[src/rtl/adc_rb_pkg.sv]
package adc_rb_pkg;
  localparam int STAT_OFS  = 0;
  localparam int CHAN_BASE = 6;
  localparam int BUS_W     = 8;

  localparam int EOC_BIT  = 0;
  localparam int OVF_BIT  = 1;
  localparam int KEEP_BIT = 2;

  localparam int CTL_EN_BIT  = 0;
  localparam int CTL_VAL_BIT = 7;

  function automatic int ctl_ofs(input int ch);
    return CHAN_BASE + 2 * ch;
  endfunction

  function automatic int dat_ofs(input int ch);
    return CHAN_BASE + 2 * ch + 1;
  endfunction
endpackage

[src/rtl/adc_rb_decode.sv]
module adc_rb_decode
  import adc_rb_pkg::*;
#(
  parameter int NUM_CH = 4,
  parameter int ADDR_W = 5
) (
  input  logic [ADDR_W-1:0] addr,
  input  logic              wr,
  input  logic              rd,
  output logic              stat_wr,
  output logic              stat_rd,
  output logic [NUM_CH-1:0] ctl_wr,
  output logic [NUM_CH-1:0] ctl_rd,
  output logic [NUM_CH-1:0] dat_rd
);
  assign stat_wr = wr && (addr == ADDR_W'(STAT_OFS));
  assign stat_rd = rd && (addr == ADDR_W'(STAT_OFS));

  for (genvar i = 0; i < NUM_CH; i++) begin : g_ch
    assign ctl_wr[i] = wr && (addr == ADDR_W'(ctl_ofs(i)));
    assign ctl_rd[i] = rd && (addr == ADDR_W'(ctl_ofs(i)));
    assign dat_rd[i] = rd && (addr == ADDR_W'(dat_ofs(i)));
  end
endmodule

[src/rtl/adc_rb_slot.sv]
module adc_rb_slot #(
  parameter int DATA_W = 8
) (
  input  logic              clk,
  input  logic              clr,
  input  logic              ctl_wr,
  input  logic              en_wdata,
  input  logic              stb,
  input  logic [DATA_W-1:0] stb_data,
  input  logic              commit,
  input  logic              dat_rd,
  output logic              en_q,
  output logic              valid_q,
  output logic [DATA_W-1:0] dbuf_q,
  output logic              took,
  output logic              ovf_hit
);
  logic [DATA_W-1:0] stage_q;
  logic              pend_q;
  logic              stb_ok;
  logic              pend_eff;
  logic [DATA_W-1:0] stage_eff;

  // a strobe in the commit cycle belongs to the closing cycle
  assign stb_ok    = stb && en_q;
  assign pend_eff  = pend_q || stb_ok;
  assign stage_eff = stb_ok ? stb_data : stage_q;
  assign took      = commit && pend_eff;
  // an old result read in the commit cycle is not lost
  assign ovf_hit   = took && valid_q && !dat_rd;

  always_ff @(posedge clk) begin
    if (clr) begin
      en_q    <= 1'b0;
      valid_q <= 1'b0;
      dbuf_q  <= '0;
      stage_q <= '0;
      pend_q  <= 1'b0;
    end else begin
      if (ctl_wr) en_q <= en_wdata;
      if (took) begin
        dbuf_q  <= stage_eff;
        valid_q <= 1'b1;
        pend_q  <= 1'b0;
      end else begin
        if (stb_ok) begin
          stage_q <= stb_data;
          pend_q  <= 1'b1;
        end
        if (dat_rd) valid_q <= 1'b0;
      end
    end
  end
endmodule

[src/rtl/adc_rb_status.sv]
module adc_rb_status
  import adc_rb_pkg::*;
(
  input  logic             clk,
  input  logic             rst,
  input  logic             warm_rst,
  input  logic             took_any,
  input  logic             ovf_any,
  input  logic             any_valid,
  input  logic             wr,
  input  logic [BUS_W-1:0] wdata,
  output logic             eoc_q,
  output logic             ovf_q,
  output logic             keep_q
);
  always_ff @(posedge clk) begin
    if (rst || warm_rst) begin
      eoc_q <= 1'b0;
      ovf_q <= 1'b0;
    end else begin
      if (took_any)       eoc_q <= 1'b1;
      else if (!any_valid) eoc_q <= 1'b0;
      if (ovf_any)                  ovf_q <= 1'b1;
      else if (wr && wdata[OVF_BIT]) ovf_q <= 1'b0;
    end
  end

  // preserved across warm reset
  always_ff @(posedge clk) begin
    if (rst)     keep_q <= 1'b0;
    else if (wr) keep_q <= wdata[KEEP_BIT];
  end
endmodule

[src/rtl/adc_result_regs.sv]
module adc_result_regs
  import adc_rb_pkg::*;
#(
  parameter int NUM_CH = 4,
  parameter int DATA_W = 8,
  parameter int ADDR_W = 5,
  localparam int CH_W  = (NUM_CH > 1) ? $clog2(NUM_CH) : 1
) (
  input  logic              clk,
  input  logic              rst,
  input  logic              warm_rst,
  input  logic              res_stb,
  input  logic [CH_W-1:0]   res_chan,
  input  logic [DATA_W-1:0] res_data,
  input  logic              cycle_done,
  input  logic [ADDR_W-1:0] bus_addr,
  input  logic              bus_wr,
  input  logic [BUS_W-1:0]  bus_wdata,
  input  logic              bus_rd,
  output logic [BUS_W-1:0]  bus_rdata
);
  logic              stat_wr, stat_rd;
  logic [NUM_CH-1:0] ctl_wr, ctl_rd, dat_rd;
  logic [NUM_CH-1:0] en_vec, valid_vec, took_vec, ovf_vec;
  logic [DATA_W-1:0] dbuf_arr [NUM_CH];
  logic              took_any, ovf_any;
  logic              stat_eoc, stat_ovf, stat_keep;
  logic              slot_clr;
  logic [BUS_W-1:0]  rd_next;

  assign slot_clr = rst || warm_rst;

  adc_rb_decode #(.NUM_CH(NUM_CH), .ADDR_W(ADDR_W)) dec_i (
    .addr(bus_addr), .wr(bus_wr), .rd(bus_rd),
    .stat_wr(stat_wr), .stat_rd(stat_rd),
    .ctl_wr(ctl_wr), .ctl_rd(ctl_rd), .dat_rd(dat_rd)
  );

  for (genvar i = 0; i < NUM_CH; i++) begin : g_slot
    logic stb_i;
    assign stb_i = res_stb && (res_chan == CH_W'(i));
    adc_rb_slot #(.DATA_W(DATA_W)) slot_i (
      .clk(clk), .clr(slot_clr),
      .ctl_wr(ctl_wr[i]), .en_wdata(bus_wdata[CTL_EN_BIT]),
      .stb(stb_i), .stb_data(res_data),
      .commit(cycle_done), .dat_rd(dat_rd[i]),
      .en_q(en_vec[i]), .valid_q(valid_vec[i]), .dbuf_q(dbuf_arr[i]),
      .took(took_vec[i]), .ovf_hit(ovf_vec[i])
    );
  end

  assign took_any = |took_vec;
  assign ovf_any  = |ovf_vec;

  adc_rb_status stat_i (
    .clk(clk), .rst(rst), .warm_rst(warm_rst),
    .took_any(took_any), .ovf_any(ovf_any), .any_valid(|valid_vec),
    .wr(stat_wr), .wdata(bus_wdata),
    .eoc_q(stat_eoc), .ovf_q(stat_ovf), .keep_q(stat_keep)
  );

  always_comb begin
    rd_next = '0;
    if (stat_rd) begin
      rd_next[EOC_BIT]  = stat_eoc;
      rd_next[OVF_BIT]  = stat_ovf;
      rd_next[KEEP_BIT] = stat_keep;
    end
    for (int i = 0; i < NUM_CH; i++) begin
      if (ctl_rd[i]) begin
        rd_next[CTL_EN_BIT]  = en_vec[i];
        rd_next[CTL_VAL_BIT] = valid_vec[i];
      end
      if (dat_rd[i]) rd_next = BUS_W'(dbuf_arr[i]);
    end
  end

  always_ff @(posedge clk) begin
    if (slot_clr)    bus_rdata <= '0;
    else if (bus_rd) bus_rdata <= rd_next;
  end
endmodule

[config.mk]
export PLATFORM = sky130hd
export DESIGN_NAME = adc_result_regs
export DESIGN_NICKNAME = d
export VERILOG_FILES = /design/src/rtl/adc_rb_pkg.sv /design/src/rtl/adc_rb_decode.sv /design/src/rtl/adc_rb_slot.sv /design/src/rtl/adc_rb_status.sv /design/src/rtl/adc_result_regs.sv
export SDC_FILE = /design/constraint.sdc
export NUM_CORES = 1
export LEC_CHECK = 0
export ABC_AREA = 1
export BUFFER_PORTS_ARGS = -buffer_cell sky130_fd_sc_hd__buf_4
export CAP_MARGIN = 5
export CORE_MARGIN = 3
export CORE_UTILIZATION = 30
export CTS_CLUSTER_DIAMETER = 80
export DETAILED_ROUTE_END_ITERATION = 10
export HOLD_SLACK_MARGIN = 0.1
export PLACE_DENSITY = 0.42
export SLEW_MARGIN = 20
export SYNTH_ARGS = -nofsm -noshare
export SYNTH_HDL_FRONTEND = slang
export SYNTH_SLANG_ARGS = --single-unit
[constraint.sdc]
create_clock -name clk -period 1.7 [get_ports clk]
set_input_delay 0.17 -clock clk [delete_from_list [all_inputs] [get_ports clk]]
set_output_delay 0.17 -clock clk [all_outputs]
set_load 0.1 [all_outputs]
==> metrics.log, run 1 <==
[metrics] run status: completed
[metrics] share of the synthesized area in compound gates (AO/OA/AOI/OAI): 0.214
[metrics] adder-cell share of the synthesized area: 0
[metrics] number of synthesized flops with an enable pin: 0
[metrics] number of nets in the final layout: between 600 and 700
[metrics] global-route wire length before repair: approximately 17000 um
[metrics] clock skew after layout: between 0.005 and 0.006 ns
[metrics] largest area contributor in the netlist: dfxtp_1
[metrics] xor and xnor fraction of the mapped netlist area: 0
[metrics] Setup-failing EPs final: 0
[metrics] all-layer global routing usage: 0.159
[metrics] part of the Yosys area used for sequential elements: 0.436
[metrics] endpoints failing hold: 0
[metrics] list of most frequent post-synthesis cells: 113 x nand2_1, 91 x nor2_1, 87 x dfxtp_1, 51 x o21ai_0, 48 x inv_1
[metrics] die extent in x: around 120 um
[metrics] clock tree from TritonCTS: built
[metrics] maximum fanout along the worst path: 18
[metrics] synthesized instance count: 560
[metrics] number of port buffers: 32
[metrics] number of synthesized register bits: just under 90
[metrics] Wirelength per Cell: around 15 um
[metrics] number of remaining DRC errors: 0
[metrics] Synth area leaders: dfxtp_1 44%, nand2_1 11%, nor2_1 8.6%
[metrics] share of synthesized area spent on multiplexers: 0
[metrics] number of global-route vias before repair: approximately 3200
[metrics] gp weighted congestion: slightly above 0.8
[metrics] worst setup slack for register-to-register paths: 0.20 ns
[metrics] Synth Area per Inst: just over 7 um2
[metrics] LEAKAGE: 1.77 nW
[metrics] routed wire length: roughly 11000 um
[metrics] TritonCTS Sinks: 87
[metrics] clock latency on the worst-skew pair: 0.34 ns
[metrics] ratio of final minimum period to clock period: 0.879
[metrics] minimum hold slack: 0.112 ns
[metrics] dominant combinational cell family by area after synthesis: simple AND/OR/NAND/NOR gates
[metrics] Peak supply drop: about 0.0005 V
[metrics] number of iterations in the first detailed-routing pass: 5
[metrics] area fraction in and, or, nand and nor cells after synthesis: 0.253
[metrics] most common flop cell mapped by yosys: dfxtp_1
[metrics] I/O pin count: 38
[metrics] Setup Buffers After CTS: 0
[metrics] MaxCap Viol Count: 0
[metrics] effective utilization at floorplan: 0.311
[metrics] clk root buf: clkbuf_16
[metrics] power density over cell area: around 870 nW/um2
[metrics] share of the synthesized area in the top cell type: 0.436
[metrics] share of final-layout standard cells stronger than drive strength 1: 0.150
[metrics] Yosys warnings: 0
[metrics] worst slew pin tran: 0.428 ns
[metrics] number of nets in the synthesized netlist: just under 600
[metrics] remaining antenna violation count after routing: 0
[metrics] total negative slack: 0 ns
[metrics] number of clock buffers inserted by TritonCTS: 9
[metrics] layout-stage area growth over the synthesis result: 16.6%
[metrics] clock slew at reported path FFs: ~0.06 ns
[metrics] Worst Setup End Kind: flip-flop
[metrics] initial antenna violation count: 0
[metrics] number of distinct library cell variants in the gate-level netlist after synthesis: 32
[metrics] Max-slew headroom: 0.713
[metrics] class of the most critical hold timing path: in2reg
[metrics] fill cell instance count of the final layout: between 1000 and 1500
[metrics] Min Clock Period, post-route: between 1 and 1.5 ns
[metrics] Slew Limit Fails: 0
[metrics] number of levels in the clock H-tree: 3
[metrics] aggregate global routing overflow: 0
[metrics] Cell Area, Synth: about 4000 um2
[metrics] sum of net half-perimeters after detailed placement: around 8000 um
[metrics] cell depth of the worst hold path: 3
[metrics] upper clock frequency limit: approximately 670 MHz
[metrics] worst path required time: between 1.5 and 2 ns
[metrics] buffer levels on the longest clock path: 2
[metrics] cell row count: 41
[metrics] CP startpoint kind: flip-flop
[metrics] post-detailed-route via-to-cell ratio: around 4.6
[metrics] Iter 0 DRT Violations: roughly 280
[metrics] most instantiated library cell after synthesis: nand2_1
[metrics] maximum number of pins on one net before global-route repair: 58
[metrics] class of the most critical setup path: reg2reg
[metrics] core region area: about 13000 um2
[metrics] R2R cell count: 7
[metrics] non-filler cells, final: around 770
[metrics] ant diodes: 0
[metrics] die area: approximately 15000 um2
[metrics] worst endpoint data arrival time: about 1.8 ns
[metrics] via count of the routed design: approximately 3500
[metrics] vertical die dimension: 121 um
[metrics] RSZ-0062 raised after global routing: false
[metrics] cell count after placement: roughly 750
[metrics] share of flip-flops with an asynchronous set or reset after synthesis: 0
-- cells in the final DEF, fill, tap and decap left out, drive strengths merged, types with 2 or more instances in the layout --
| master | netlist | layout |
|---|---|---|
| dfxtp | 87 | 87 |
| a211oi | 3 | 3 |
| a21oi | 52 | 52 |
| nand2 | 121 | 121 |
| nand3 | 15 | 15 |
| clkbuf | 7 | 14 |
| nor2 | 98 | 98 |
| buf | 18 | 42 |
| o21ai | 88 | 88 |
| dlygate4sd3 | 0 | 2 |
| a31oi | 6 | 6 |
| clkinv | 1 | 2 |
| nand4 | 2 | 2 |
| inv | 56 | 56 |
-- per-layer routing --
metal,share of wire,global-route usage,vias to the layer above,routed length (um)
met5,0,0,-,0
met4,0.0099,0.0441,0,112
met3,0.059,0.0462,7,665
met2,0.42,0.228,85,4780
met1,0.51,0.231,1583,5730
li1,-,-,1870,-
-- worst paths after layout --
path / startpoint / end
setup / recovery: g_slot[0].slot_i.en_q$_SDFFE_PP0P_ / g_slot[0].slot_i.dbuf_q[7]$_SDFFE_PP0P_
setup reg to reg: g_slot[0].slot_i.en_q$_SDFFE_PP0P_ / g_slot[0].slot_i.dbuf_q[7]$_SDFFE_PP0P_
hold reg to reg: g_slot[0].slot_i.dbuf_q[2]$_SDFFE_PP0P_ / g_slot[0].slot_i.dbuf_q[2]$_SDFFE_PP0P_
hold / removal: bus_wdata[0] / g_slot[3].slot_i.en_q$_SDFFE_PP0P_
-- worst max-delay path, stage by stage (launching register included) --
cell	delay (ns)
dfxtp_1	0.32
inv_1	0.06
nor2_2	0.12
nand2_4	0.16
a21oi_4	0.32
buf_4	0.23
nand2_1	0.07
a21oi_1	0.14
-- logic make-up (layout without fill, tap and decap cells) --
family | after synthesis | after routing
AOI/OAI and AO/OA | 154 | 154
DFF | 87 | 87
buffers and inverters | 82 | 116
and+or+nand+nor | 237 | 237
-- cell type report --
class,count,area [um2],area share
Timing Repair Buffer,44,348,0.0748
Tap cell,172,215,0.0463
Inverter,57,216,0.0465
Clock inverter,1,5.00,0.00108
Clock buffer,14,254,0.0546
Multi-Input combinational cell,391,1870,0.402
Sequential cell,87,1740,0.374
-- sequential cells by signal, indices dropped and copies added, names as in the netlist --
signal                 cells
g_slot.slot_i.dbuf_q      32
g_slot.slot_i.pend_q       4
stat_i.eoc_q               1
stat_i.ovf_q               1
bus_rdata                  8
g_slot.slot_i.stage_q     32
g_slot.slot_i.en_q         4
stat_i.keep_q              1
g_slot.slot_i.valid_q      4
-- stage by stage --
stage,instance area [um2],util,power [W],setup WS [ns]
after floorplan,3990,-,0.00220,0.405
after global placement,4370,0.341,0.00231,0.151
after detailed placement,4370,0.341,0.00231,0.148
after CTS,4650,0.363,0.00411,0.129
after global routing,4650,0.363,0.00422,0.0537
final,4650,0.363,0.00405,0.205
-- where the power goes --
part           total [W]  internal [W]  switching, W
registers        0.00204       0.00204    0.00000143
logic           0.000223     0.0000737      0.000149
clock network    0.00179       0.00102      0.000767
total            0.00405       0.00314      0.000917
-- timing repair --
action,in CTS,in global routing
hold buffers,2,0
gates resized for setup,0,2
hold endpoints to repair,1,0
setup endpoints to repair,0,1
No activity file was read; power rests on OpenSTA's default activity.
==> run 2, diff against run 1 <==
Settings changed: PLACE_DENSITY 0.42 to unset, PLACE_DENSITY_LB_ADDON set to 0.2.
==> run 2 against run 1 <==
Utilization grew 0.43 points; clock skew is essentially flat; count of clock-buffer cells in the layout shrank 2; combinational power shrank 4%; critical endpoint is now g_slot[1].slot_i.dbuf_q[1]$_SDFFE_PP0P_.
==> metrics.log, run 2 (synthesis results as in run 1) <==
[metrics] run status: completed (unchanged)
[metrics] clock slew at reported path FFs: 0.06 ns (about the same)
[metrics] minimum hold slack: 0.149 ns (was 0.112 ns)
[metrics] ant diodes: 0 (unchanged)
[metrics] setup slack at placement: 0.193 ns (was 0.148 ns)
[metrics] worst setup slack for register-to-register paths: 0.22 ns (was 0.20 ns)
[metrics] MaxCap Viol Count: 0 (unchanged)
[metrics] clock network fraction of design power: 0.465 (was 0.441)
[metrics] number of port buffers: 32 (unchanged)
[metrics] endpoints failing hold: 0 (unchanged)
[metrics] Worst Setup End Kind: flip-flop (unchanged)
[metrics] power density over cell area: 896 nW/um2 (was 871 nW/um2)
[metrics] die area: 14700 um2 (unchanged)
[metrics] last element of the critical path: g_slot[1].slot_i.dbuf_q[1]$_SDFFE_PP0P_ (was g_slot[0].slot_i.dbuf_q[7]$_SDFFE_PP0P_)
[metrics] clock tree from TritonCTS: built (unchanged)
[metrics] global-route wire length before repair: 17200 um (was 17500 um)
[metrics] layout-stage area growth over the synthesis result: 17.9% (was 16.6%)
[metrics] number of iterations in the first detailed-routing pass: 6 (was 5)
[metrics] Reg2Reg Launch Point: g_slot[1].slot_i.en_q$_SDFFE_PP0P_ (was g_slot[0].slot_i.en_q$_SDFFE_PP0P_)
[metrics] upper clock frequency limit: 677 MHz (was 669 MHz)
[metrics] number of remaining DRC errors: 0 (unchanged)
[metrics] class of the most critical hold timing path: in2reg (unchanged)
[metrics] largest registers: g_slot.slot_i.dbuf_q x32, g_slot.slot_i.stage_q x32, bus_rdata x8 (unchanged)
[metrics] number of global-route vias before repair: 3368 (was 3215)
[metrics] clock latency on the worst-skew pair: 0.34 ns (about the same)
[metrics] worst slew pin tran: 0.409 ns (was 0.428 ns)
[metrics] effective utilization at floorplan: 0.311 (unchanged)
[metrics] via count of the routed design: 3567 (was 3545)
[metrics] Internal: 0.00329 W (was 0.00314 W)
[metrics] ordered cell list for the critical path: inv_1, nor2_2, nand2_4, buf_4, o21ai_0, nand2_1, a21oi_1 (was inv_1, nor2_2, nand2_4, a21oi_4, buf_4, nand2_1, a21oi_1)
[metrics] TritonCTS Sinks: 87 (unchanged)
[metrics] remaining antenna violation count after routing: 0 (unchanged)
[metrics] LEAKAGE: 1.80 nW (was 1.77 nW)
[metrics] R2R cell count: 7 (unchanged)
[metrics] number of clock buffers inserted by TritonCTS: 9 (unchanged)
[metrics] Max-slew headroom: 0.726 (was 0.713)
[metrics] number of levels in the clock H-tree: 3 (unchanged)
[metrics] number of nets in the final layout: 623 (was 620)
[metrics] logic gate share of total power: 0.051 (was 0.055)
[metrics] peak per-stage delay on the critical path: 0.35 ns (was 0.32 ns)
[metrics] Min Clock Period, post-route: 1.48 ns (was 1.50 ns)
[metrics] highest-count cells in the layout ignoring fill and taps: 113 x nand2_1, 90 x nor2_1, 87 x dfxtp_1 (unchanged)
[metrics] core region area: 12800 um2 (unchanged)
[metrics] all-layer global routing usage: 0.150 (was 0.159)
[metrics] Peak supply drop: 0.000436 V (was 0.000500 V)
[metrics] worst path required time: 1.97 ns (about the same)
[metrics] share of final-layout standard cells stronger than drive strength 1: 0.157 (was 0.150)
[metrics] cell row count: 41 (unchanged)
[metrics] buffer levels on the longest clock path: 2 (unchanged)
[metrics] switching power: 0.000930 W (was 0.000917 W)
[metrics] Iter 0 DRT Violations: 194 (was 277)
[metrics] gp weighted congestion: 0.829 (was 0.809)
[metrics] maximum number of pins on one net before global-route repair: 58 (unchanged)
[metrics] clk root buf: clkbuf_16 (unchanged)
[metrics] Wirelength per Cell: 13.6 um (was 14.7 um)
[metrics] Setup-failing EPs final: 0 (unchanged)
[metrics] clock skew after layout: 0.00550 ns (was 0.00555 ns)
[metrics] Worst setup startpoint: g_slot[1].slot_i.en_q$_SDFFE_PP0P_ (was g_slot[0].slot_i.en_q$_SDFFE_PP0P_)
[metrics] Seq pwr share: 0.484 (was 0.504)
[metrics] CP max-delay cell: dfxtp_1 (unchanged)
[metrics] destination of the worst register-to-register timing path: g_slot[1].slot_i.dbuf_q[1]$_SDFFE_PP0P_ (was g_slot[0].slot_i.dbuf_q[7]$_SDFFE_PP0P_)
[metrics] worst endpoint data arrival time: 1.75 ns (was 1.76 ns)
[metrics] switching fraction of total power: 0.220 (was 0.226)
[metrics] Slew Limit Fails: 0 (unchanged)
[metrics] setup slack after layout: 0.222 ns (was 0.205 ns)
[metrics] post-detailed-route via-to-cell ratio: 4.63 (about the same)
[metrics] I/O pin count: 38 (unchanged)
[metrics] aggregate global routing overflow: 0 (unchanged)
[metrics] CP startpoint kind: flip-flop (unchanged)
[metrics] routed wire length: 10500 um (was 11300 um)
[metrics] sum of net half-perimeters after detailed placement: 7520 um (was 7850 um)
[metrics] class of the most critical setup path: reg2reg (unchanged)
[metrics] vertical die dimension: 121 um (unchanged)
[metrics] most common cell after layout, fill and taps aside: nand2_1 (unchanged)
[metrics] total negative slack: 0 ns (unchanged)
[metrics] initial antenna violation count: 0 (unchanged)
[metrics] maximum fanout along the worst path: 13 (was 18)
[metrics] die extent in x: 121 um (unchanged)
[metrics] ratio of final minimum period to clock period: 0.869 (was 0.879)
[metrics] RSZ-0062 raised after global routing: false (unchanged)
## run 2: cell types whose count changed in the layout (fill, tap and decap cells not counted), sizes merged
cell         previous run  this run
buf                    42        44
bufinv                  0         1
clkbuf                 14        12
clkinv                  2         4
dlygate4sd3             2         3
## run 2: power by group through the flow
| stage | sequential, W | clock, W | combinational [W] |
|---|---|---|---|
| 5_1_grt | 0.00204 | 0.00208 | 0.000236 |
| 3_3_place_gp | 0.00209 | 0 | 0.000212 |
| 3_5_place_dp | 0.00209 | 0 | 0.000213 |
| 4_1_cts | 0.00204 | 0.00201 | 0.000218 |
| 6_report | 0.00204 | 0.00196 | 0.000214 |
| 2_1_floorplan | 0.00210 | 0 | 0.0000972 |
## run 2: how the worst min path moves through the flow
stage	start	endpoint	slack [ns]	depth (start not counted)
CTS	bus_wr	g_slot[0].slot_i.en_q$_SDFFE_PP0P_	0.14	3
global placement	rst	stat_i.keep_q$_SDFFE_PP0P_	0.36	2
floorplan	rst	stat_i.keep_q$_SDFFE_PP0P_	0.24	1
global route	bus_wr	g_slot[1].slot_i.en_q$_SDFFE_PP0P_	0.17	3
detailed placement	rst	stat_i.keep_q$_SDFFE_PP0P_	0.36	2
finish	bus_wr	g_slot[1].slot_i.en_q$_SDFFE_PP0P_	0.15	3
## run 2: final cells by class
cell class	instances	area, um2
multi-input combinational	391	1870
timing repair buffer	47	373
sequential	87	1740
clock buffer	12	246
inverter	57	214
fill	1374	8120
tap	172	215
clock inverter	4	45.0
## run 2: critical path, delay by kind of cell (launching register included)
kind	cells	cell delay (ns)
compound gates	2	0.41
buf+inv	2	0.27
flops	1	0.35
simple gates	3	0.38
## run 2: per-layer routing
layer / vias to the layer above / wire length (um) / global-route usage
li1: 1873 / - / -
met1: 1619 / 5040 / 0.199
met2: 63 / 4840 / 0.247
met3: 12 / 410 / 0.0214
met4: 0 / 180 / 0.0588
met5: - / 0 / 0
## run 2: repair_timing
action,in CTS,in global routing
buffers inserted,0,0
hold buffers,3,0
hold endpoints to repair,2,0
resized for setup,0,0
## run 2: stage by stage
| step | total power [W] | area [um2] | cells | util |
|---|---|---|---|---|
| floorplan | 0.00220 | 3990 | 560 | - |
| detailed placement | 0.00230 | 4390 | 751 | 0.342 |
| global route | 0.00435 | 4710 | 770 | 0.367 |
| global placement | 0.00230 | 4390 | 751 | 0.342 |
| finish | 0.00422 | 4710 | 770 | 0.367 |
| CTS | 0.00427 | 4710 | 770 | 0.367 |
==> run 3, diff against run 2 <==
Settings changed: ABC_AREA 1 to unset.
==> run 3 against run 2 <==
Maximum frequency is 0.44% lower; sequential cell count is the same; highest routed layer unchanged; combinational power grew 26%; global-route usage is 0.89 points higher; register-to-register slack improved by 0.02 ns; die area shrank 1.5%; largest cell class unchanged.
==> metrics.log, run 3 <==
[metrics] run status: completed (unchanged)
[metrics] most instantiated library cell after synthesis: dfxtp_1 (was nand2_1)
[metrics] MaxCap Viol Count: 0 (unchanged)
[metrics] number of levels in the clock H-tree: 3 (unchanged)
[metrics] CTS-repair resized insts: 0 (unchanged)
[metrics] share of flip-flops with an asynchronous set or reset after synthesis: 0 (unchanged)
[metrics] synthesized instance count: 465 (was 560)
[metrics] part of the Yosys area used for sequential elements: 0.443 (was 0.436)
[metrics] number of port buffers: 32 (unchanged)
[metrics] global-route wire length before repair: 17900 um (was 17200 um)
[metrics] fill cell instance count of the final layout: 1347 (was 1374)
[metrics] minimum hold slack: 0.107 ns (was 0.149 ns)
[metrics] setup slack at placement: 0.0958 ns (was 0.193 ns)
[metrics] Wirelength per Cell: 16.1 um (was 13.6 um)
[metrics] buffer levels on the longest clock path: 2 (unchanged)
[metrics] TritonCTS Sinks: 87 (unchanged)
[metrics] core region area: 12700 um2 (was 12800 um2)
[metrics] Min Clock Period, post-route: 1.48 ns (about the same)
[metrics] CP startpoint kind: input pin (was flip-flop)
[metrics] clk root buf: clkbuf_16 (unchanged)
[metrics] largest area contributor in the netlist: dfxtp_1 (unchanged)
[metrics] share of the synthesized area in the top cell type: 0.443 (was 0.436)
[metrics] dpl cell area: 4480 um2 (was 4390 um2)
[metrics] upper clock frequency limit: 674 MHz (was 677 MHz)
[metrics] RSZ-0062 raised after global routing: false (unchanged)
[metrics] clock latency on the worst-skew pair: 0.34 ns (about the same)
[metrics] number of iterations in the first detailed-routing pass: 7 (was 6)
[metrics] number of clock buffers inserted by TritonCTS: 9 (unchanged)
[metrics] die extent in x: 120 um (was 121 um)
[metrics] Yosys warnings: 0 (unchanged)
[metrics] routed wire length: 10900 um (was 10500 um)
[metrics] Slew Limit Fails: 0 (unchanged)
[metrics] setup slack after layout: 0.216 ns (was 0.222 ns)
[metrics] number of nets in the synthesized netlist: 495 (was 590)
[metrics] number of distinct library cell variants in the gate-level netlist after synthesis: 52 (was 32)
[metrics] total negative slack: 0 ns (unchanged)
[metrics] worst endpoint data arrival time: 1.73 ns (was 1.75 ns)
[metrics] clock skew after layout: 0.00479 ns (was 0.00550 ns)
[metrics] initial antenna violation count: 0 (unchanged)
[metrics] maximum number of pins on one net before global-route repair: 66 (was 58)
[metrics] all-layer global routing usage: 0.159 (was 0.150)
[metrics] Peak supply drop: 0.000407 V (was 0.000436 V)
[metrics] Setup Buffers After CTS: 0 (unchanged)
[metrics] Synth area leaders: dfxtp_1 44%, nand2_1 8.2%, nor2_1 5.6% (was dfxtp_1 44%, nand2_1 11%, nor2_1 8.6%)
[metrics] CTS Hold Buffers Added: 2 (was 3)
[metrics] vertical die dimension: 120 um (was 121 um)
[metrics] clock slew at reported path FFs: 0.06 ns (about the same)
[metrics] share of final-layout standard cells stronger than drive strength 1: 0.183 (was 0.157)
[metrics] ratio of final minimum period to clock period: 0.873 (was 0.869)
[metrics] endpoints failing hold: 0 (unchanged)
[metrics] most common flop cell mapped by yosys: dfxtp_1 (unchanged)
[metrics] worst slew pin tran: 0.438 ns (was 0.409 ns)
[metrics] I/O pin count: 38 (unchanged)
[metrics] cell row count: 41 (unchanged)
[metrics] number of global-route vias before repair: 3323 (was 3368)
[metrics] Iter 0 DRT Violations: 336 (was 194)
[metrics] power density over cell area: 858 nW/um2 (was 896 nW/um2)
[metrics] Max-slew headroom: 0.707 (was 0.726)
[metrics] number of nets in the final layout: 533 (was 623)
[metrics] gp weighted congestion: 0.809 (was 0.829)
[metrics] number of remaining DRC errors: 0 (unchanged)
[metrics] Cell Area, Synth: 3930 um2 (was 3990 um2)
[metrics] post-detailed-route via-to-cell ratio: 5.02 (was 4.63)
[metrics] core occupancy in the finished layout: 0.374 (was 0.367)
[metrics] most common cell after layout, fill and taps aside: dfxtp_1 (was nand2_1)
[metrics] clock tree from TritonCTS: built (unchanged)
[metrics] effective utilization at floorplan: 0.309 (was 0.311)
[metrics] list of most frequent post-synthesis cells: 87 x dfxtp_1, 86 x nand2_1, 59 x nor2_1, 34 x a21oi_1, 30 x o21ai_0 (was 113 x nand2_1, 91 x nor2_1, 87 x dfxtp_1, 51 x o21ai_0, 48 x inv_1)
[metrics] class of the most critical setup path: in2reg (was reg2reg)
[metrics] number of synthesized flops with an enable pin: 0 (unchanged)
[metrics] maximum fanout along the worst path: 65 (was 13)
[metrics] via count of the routed design: 3410 (was 3567)
[metrics] highest-count cells in the layout ignoring fill and taps: 87 x dfxtp_1, 86 x nand2_1, 59 x nor2_1 (was 113 x nand2_1, 90 x nor2_1, 87 x dfxtp_1)
[metrics] ant diodes: 0 (unchanged)
[metrics] LEAKAGE: 1.50 nW (was 1.80 nW)
[metrics] layout-stage area growth over the synthesis result: 21.2% (was 17.9%)
[metrics] aggregate global routing overflow: 0 (unchanged)
[metrics] number of synthesized register bits: 87 (unchanged)
[metrics] Synth Area per Inst: 8.45 um2 (was 7.13 um2)
[metrics] sum of net half-perimeters after detailed placement: 7870 um (was 7520 um)
[metrics] remaining antenna violation count after routing: 0 (unchanged)
[metrics] die area: 14500 um2 (was 14700 um2)
[metrics] final instance area: 4760 um2 (was 4710 um2)
[metrics] class of the most critical hold timing path: in2reg (unchanged)
[metrics] Setup-failing EPs final: 0 (unchanged)
[metrics] largest registers: g_slot.slot_i.dbuf_q x32, g_slot.slot_i.stage_q x32, bus_rdata x8 (unchanged)
[metrics] Worst Setup End Kind: flip-flop (unchanged)
[metrics] worst path required time: 1.94 ns (was 1.97 ns)
-- run 3: cell count changes after synthesis, sizes merged, moves of 18 or more --
| cell | change |
|---|---|
| o21ai | -58 |
| inv | -51 |
| nor2 | -36 |
| nand2 | -34 |
| a311oi | +24 |
| mux2i | +22 |
| a21oi | -18 |
| clkbuf | +18 |
-- run 3: final timing paths --
kind / start / end / slack, ns / depth (start not counted)
worst max-delay path: rst / g_slot[2].slot_i.dbuf_q[3]$_SDFFE_PP0P_ / 0.22 / 5
worst min-delay path: bus_wdata[0] / g_slot[1].slot_i.en_q$_SDFFE_PP0P_ / 0.11 / 3
worst max register to register: g_slot[0].slot_i.en_q$_SDFFE_PP0P_ / g_slot[0].slot_i.stage_q[6]$_SDFFE_PP0N_ / 0.24 / 5
worst min register to register: g_slot[3].slot_i.stage_q[3]$_SDFFE_PP0N_ / g_slot[3].slot_i.stage_q[3]$_SDFFE_PP0N_ / 0.48 / 2
-- run 3: final cells by class --
class                      count  area [um2]  share of cell area
multi-input combinational    335        1970               0.414
sequential                    87        1740               0.366
timing repair buffer          65         556               0.117
clock buffer                  14         254              0.0533
tap                          172         215              0.0452
inverter                       5        18.8             0.00394
clock inverter                 1        5.00             0.00105
-- run 3: kinds of logic (layout without fill, tap and decap cells) --
group                  Yosys count  count (layout)  synth area share
AND/OR/NAND/NOR                186             186             0.219
AO/OA/AOI/OAI                  127             127             0.227
flip-flops                      87              87             0.443
buffers and inverters           43              85            0.0548
multiplexers                    22              22            0.0560
-- run 3: per-layer routing --
metal,share of wire,up-vias,wire (um),GRT usage
met5,0,-,0,0
met4,0.014,0,155,0.0602
met3,0.037,9,404,0.0299
met2,0.46,60,5070,0.256
met1,0.48,1590,5300,0.213
li1,-,1751,-,-
-- run 3: worst max-delay path, cell delays in order --
cell and delay [ns]:
dlygate4sd3_1 0.53, buf_4 0.14, or2_2 0.38, buf_12 0.23, a311oi_1 0.24
-- run 3: through the flow --
step / total power (W) / cells
final: 0.00409 / 679
after global routing: 0.00425 / 679
after CTS: 0.00415 / 679
after detailed placement: 0.00236 / 662
after global placement: 0.00236 / 662
after floorplan: 0.00224 / 465
-- run 3: report_power, final --
| group | internal [W] | switching (W) |
|---|---|---|
| combinational | 0.0000895 | 0.000181 |
| clock | 0.00102 | 0.000748 |
| sequential | 0.00204 | 0.00000343 |
